===== src/rtl/trip_flag_pkg.sv =====
package trip_flag_pkg;
    // Source indices inside the source-flag vector (flag word bit = index + 1)
    localparam int unsigned SRC_CBC  = 0;
    localparam int unsigned SRC_OST  = 1;
    localparam int unsigned SRC_DC0  = 2;
    // Flag word bit of the interrupt flag
    localparam int unsigned FLAG_INT = 0;
    // Offset between source index and flag word bit
    localparam int unsigned SRC_OFS  = 1;
endpackage


===== src/rtl/trip_cbc_hold.sv =====
module trip_cbc_hold (
    input  logic clk,
    input  logic rst_n,
    input  logic trip_i,
    input  logic zero_i,
    output logic hold_o
);
    typedef struct packed {
        logic hold;
    } hold_st_t;

    hold_st_t st_d, st_q;

    always_comb begin
        st_d = st_q;
        if (trip_i) begin
            st_d.hold = 1'b1;
        end else if (zero_i) begin
            st_d.hold = 1'b0;
        end
    end

    always_ff @(posedge clk or negedge rst_n) begin
        if (!rst_n) st_q <= '0;
        else        st_q <= st_d;
    end

    assign hold_o = st_q.hold;
endmodule


===== src/rtl/trip_flag_bank.sv =====
module trip_flag_bank #(
    parameter int unsigned N_SRC = 6
) (
    input  logic             clk,
    input  logic             rst_n,
    input  logic [N_SRC-1:0] set_i,
    input  logic [N_SRC-1:0] clr_i,
    output logic [N_SRC-1:0] flag_o,
    output logic [N_SRC-1:0] next_o,
    output logic [N_SRC-1:0] rise_o
);
    typedef struct packed {
        logic [N_SRC-1:0] flg;
    } bank_st_t;

    bank_st_t st_d, st_q;

    for (genvar i = 0; i < N_SRC; i++) begin : g_bit
        // set has priority over a simultaneous clear
        always_comb begin
            st_d.flg[i] = set_i[i] | (st_q.flg[i] & ~clr_i[i]);
            rise_o[i]   = set_i[i] & ~st_q.flg[i];
        end
    end

    always_ff @(posedge clk or negedge rst_n) begin
        if (!rst_n) st_q <= '0;
        else        st_q <= st_d;
    end

    assign flag_o = st_q.flg;
    assign next_o = st_d.flg;
endmodule


===== src/rtl/trip_irq_gate.sv =====
module trip_irq_gate
    import trip_flag_pkg::*;
#(
    parameter int unsigned N_SRC = 6
) (
    input  logic             clk,
    input  logic             rst_n,
    input  logic [N_SRC-1:0] rise_i,
    input  logic [N_SRC-1:0] en_i,
    input  logic [N_SRC-1:0] next_flag_i,
    input  logic             int_clr_i,
    output logic             int_o,
    output logic             irq_o
);
    typedef struct packed {
        logic int_flag;
        logic irq;
    } gate_st_t;

    gate_st_t st_d, st_q;
    logic     int_base;
    logic     new_evt;
    logic     rearm;
    logic     fire;

    always_comb begin
        int_base = st_q.int_flag & ~int_clr_i;
        new_evt  = |(rise_i & en_i);
        rearm    = int_clr_i & st_q.int_flag &
                   ((next_flag_i[SRC_CBC] & en_i[SRC_CBC]) |
                    (next_flag_i[SRC_OST] & en_i[SRC_OST]));
        fire     = ~int_base & (new_evt | rearm);
        st_d.int_flag = int_base | fire;
        st_d.irq      = fire;
    end

    always_ff @(posedge clk or negedge rst_n) begin
        if (!rst_n) st_q <= '0;
        else        st_q <= st_d;
    end

    assign int_o = st_q.int_flag;
    assign irq_o = st_q.irq;
endmodule


===== src/rtl/trip_flag_latch.sv =====
module trip_flag_latch
    import trip_flag_pkg::*;
#(
    parameter int unsigned FLAG_W = 16,
    parameter int unsigned N_DC   = 4
) (
    input  logic                       clk,
    input  logic                       rst_n,
    input  logic                       cbc_trip_i,
    input  logic                       ost_trip_i,
    input  logic [N_DC-1:0]            dc_evt_i,
    input  logic                       ctr_zero_i,
    input  logic                       clr_we_i,
    input  logic [N_DC+SRC_DC0:0]      clr_data_i,
    input  logic [N_DC+SRC_DC0-1:0]    int_en_i,
    output logic [FLAG_W-1:0]          flags_o,
    output logic                       irq_o
);
    localparam int unsigned N_SRC  = SRC_DC0 + N_DC;
    localparam int unsigned N_USED = N_SRC + SRC_OFS;

    logic [N_USED-1:0] clr_vec;
    logic [N_SRC-1:0]  src_set;
    logic [N_SRC-1:0]  src_flag;
    logic [N_SRC-1:0]  src_next;
    logic [N_SRC-1:0]  src_rise;
    logic              cbc_hold;
    logic              int_flag;

    assign clr_vec = clr_we_i ? clr_data_i : '0;

    trip_cbc_hold u_hold (
        .clk    (clk),
        .rst_n  (rst_n),
        .trip_i (cbc_trip_i),
        .zero_i (ctr_zero_i),
        .hold_o (cbc_hold)
    );

    always_comb begin
        src_set                = '0;
        src_set[SRC_CBC]       = cbc_trip_i | cbc_hold;
        src_set[SRC_OST]       = ost_trip_i;
        src_set[SRC_DC0 +: N_DC] = dc_evt_i;
    end

    trip_flag_bank #(.N_SRC(N_SRC)) u_bank (
        .clk    (clk),
        .rst_n  (rst_n),
        .set_i  (src_set),
        .clr_i  (clr_vec[N_USED-1:SRC_OFS]),
        .flag_o (src_flag),
        .next_o (src_next),
        .rise_o (src_rise)
    );

    trip_irq_gate #(.N_SRC(N_SRC)) u_gate (
        .clk         (clk),
        .rst_n       (rst_n),
        .rise_i      (src_rise),
        .en_i        (int_en_i),
        .next_flag_i (src_next),
        .int_clr_i   (clr_vec[FLAG_INT]),
        .int_o       (int_flag),
        .irq_o       (irq_o)
    );

    for (genvar b = 0; b < FLAG_W; b++) begin : g_word
        if (b == FLAG_INT) begin : g_int
            assign flags_o[b] = int_flag;
        end else if (b < N_USED) begin : g_src
            assign flags_o[b] = src_flag[b-SRC_OFS];
        end else begin : g_rsv
            assign flags_o[b] = 1'b0;
        end
    end
endmodule


===== config.mk =====
export PLATFORM = sky130hd
export DESIGN_NAME = trip_flag_latch
export DESIGN_NICKNAME = d
export VERILOG_FILES = /design/src/rtl/trip_flag_pkg.sv /design/src/rtl/trip_cbc_hold.sv /design/src/rtl/trip_flag_bank.sv /design/src/rtl/trip_irq_gate.sv /design/src/rtl/trip_flag_latch.sv
export SDC_FILE = /design/constraint.sdc
export NUM_CORES = 1
export LEC_CHECK = 0
export BUFFER_PORTS_ARGS = -buffer_cell sky130_fd_sc_hd__buf_4
export CORE_MARGIN = 1
export CORE_UTILIZATION = 36
export CTS_CLUSTER_SIZE = 8
export DETAILED_ROUTE_END_ITERATION = 16
export PLACE_DENSITY = 0.78
export RECOVER_POWER = 25
export SLEW_MARGIN = 15
export SYNTH_ARGS = -nofsm -noshare
export SYNTH_HDL_FRONTEND = slang
export SYNTH_SLANG_ARGS = --single-unit

===== constraint.sdc =====
create_clock -name clk -period 1.6 [get_ports clk]
set_clock_uncertainty 0.15 [all_clocks]
set_input_delay 0.16 -clock clk [delete_from_list [all_inputs] [get_ports clk]]
set_output_delay 0.16 -clock clk [all_outputs]
set_load 0.01 [all_outputs]

==> metrics.txt <==
status complete, no violations; Tot Pwr 581 uW; drt via density about 4.5; core area 1170 um2; most frequent cells after synthesis nand2_1, buf_4, dfrtp_1; Ports 40; post-DP HPWL a little under 800 um; gpl congestion 0.738; Die H a little under 40 um; final antenna-violating net count 0; Lkg Pwr between 0.3 and 0.4 nW; hold endpoint u_gate.int_o; Register-to-Register Setup Slack approximately 300 ps; CTS Buffer Depth 2; # setup viols final 0; total CTS buffers 3; asr flop ratio synth 100%; startpoint types primary input; Synth Cell Area roughly 480 um2; Clock transition at path regs approximately 70 ps; Total Wirelength 1.07 mm; hold depth 3; Final Hold Fails 0; worst r2r path cells 4; Synth Flop Type dfrtp_1; vias in the first global route 449; CTS tree yes; Die Wd approximately 39 um; GRT Overall Usage between 10% and 20%; cell count after synthesis 52; global-route wire length before repair roughly 1.8 mm; Initial DRC Count 5; area leader, netlist dfrtp_1; Fmax 709 MHz; post-synth top area share 46.8%; worst setup path class primary input to flip-flop; fin cells about 110; DIE AREA 1490 um2; layout cells sized above 1 about two fifths; nets@finish 115; MaxCap Viol Count 0; CTS sink cnt 9; Arr. time, crit path approximately 1400 ps; most instantiated library cell after synthesis nand2_1; Avg Cell Area, Syn 9.26 um2; hold crit path type primary input to flip-flop; antenna violations before repair 0; number of port buffers 30; Final Max Tran Viols 0; critical path data required time ~1600 ps; initial core utilization between 40% and 50%; CP Max Fanout 3; worst r2r dst u_gate.int_o; Via Count 470; placed insts 94; # rows 12; DR WL/cell about 10 um; sequential share of the synthesized area between 40% and 50%; HP Start int_en_i[0]; DR pass1 iterations 4; Area growth, synth to finish 60.5%; Seq cells post-synth 9; Warnings, synthesis 0; maximum VDD drop 0.000410 V; crit end category flip-flop; Critical R2R Launch u_gate.int_o; minimum clock period about 1400 ps; CTS H-tree depth 1; count of cell types in the netlist 17; root buf cell clkbuf_4; Setup TNS 0 ps; # diodes 0; final worst path period share around nine tenths; # fillers around 110; total grt overflow 0; Synth area leaders dfrtp_1, buf_4, a21o_1; largest net degree at the start of global routing 10; Post CTS Setup Buffer Count 0; Skew-Pair Late Insertion Delay around 260 ps; # DRC 0; Cell Pwr Density ~750 nW/um2; unrepaired setup endpoints after global routing false; Post-synth EDFFs 0
[cells by family (layout without fill, tap and decap cells)]
family | after synthesis | after routing | synth area share (%)
other cells | 1 | 9 | 0.778
flops | 9 | 9 | 46.8
simple gates | 18 | 18 | 16.4
buf+inv | 12 | 43 | 17.1
compound gates | 12 | 12 | 19.0
[power breakdown]
group | leakage (nW) | switching, mW | internal, mW
Combinational | 0.285 | 0.0608 | 0.0863
Sequential | 0.0937 | 0.0131 | 0.247
Clock | 0.0177 | 0.0819 | 0.0922
Total | 0.396 | 0.156 | 0.425
[worst max-delay path by stage]
stage                          start      endpoint  slack (ps)  depth (start not counted)
floorplan           u_bank.flag_o[0]  u_gate.int_o         350                          3
global placement        u_gate.int_o  u_gate.int_o         330                          4
detailed placement      u_gate.int_o  u_gate.int_o         300                          4
CTS                       cbc_trip_i  u_gate.int_o         200                          5
global route              cbc_trip_i  u_gate.int_o          80                          5
finish                    cbc_trip_i  u_gate.int_o         190                          5
[sequential cells by signal, summed over array words and instances, names as in the netlist]
signal and cells:
u_bank.flag_o 6, u_gate.int_o 1, u_gate.irq_o 1, u_hold.hold_o 1
[placed cells by master, fill, tap and decap left out]
| cell type | instances |
|---|---|
| conb_1 | 9 |
| clkinv_2 | 1 |
| buf_4 | 29 |
| clkbuf_1 | 1 |
| a211o_1 | 1 |
| nor3_1 | 1 |
| a21boi_1 | 1 |
| o32ai_1 | 1 |
| nand2_2 | 1 |
| dfrtp_1 | 9 |
| clkbuf_4 | 3 |
| and2_1 | 1 |
| a32oi_1 | 1 |
| inv_1 | 2 |
| dlygate4sd3_1 | 7 |
| a21o_1 | 6 |
| nor2_1 | 1 |
| and3_2 | 1 |
| nand3_1 | 1 |
| o22ai_1 | 2 |
| nand2_1 | 12 |
[per-stage QoR]
| stage | utilization [%] | worst slack, ps | hold WS (ps) | area (um2) |
|---|---|---|---|---|
| finish | 66.0 | 190 | 22.3 | 773 |
| global route | 66.0 | 80.7 | 22.6 | 773 |
| CTS | 66.3 | 195 | 11.5 | 777 |
| detailed placement | 58.0 | 305 | -164 | 679 |
| global placement | 58.0 | 334 | -162 | 679 |
| floorplan | - | 347 | -286 | 512 |
[metal layers]
metal	GRT usage, %	share of wire, %	vias up
met5	0	0	-
met4	10.3	0	0
met3	3.47	7.7	0
met2	28.7	49	27
met1	21.2	43	208
li1	-	-	235
[critical path, cell delays in order]
cell and delay [ps]:
dlygate4sd3_1 540, buf_4 140, a211o_1 240, a32oi_1 240, nand3_1 90
[layout make-up]
cell class | count | area (um2) | share of cell area [%]
timing repair buffer | 37 | 292 | 37.7
clock inverter | 1 | 5.00 | 0.647
tap | 14 | 17.5 | 2.27
clock buffer | 3 | 22.5 | 2.91
sequential | 9 | 225 | 29.1
inverter | 2 | 7.51 | 0.971
multi-input combinational | 39 | 204 | 26.4
[what timing repair did]
| item | in CTS | in global routing |
|---|---|---|
| gates resized for setup | 0 | 0 |
| endpoints found under the hold margin | 16 | 0 |
| hold buffers | 7 | 0 |
Power figures use the tool's default switching activity.
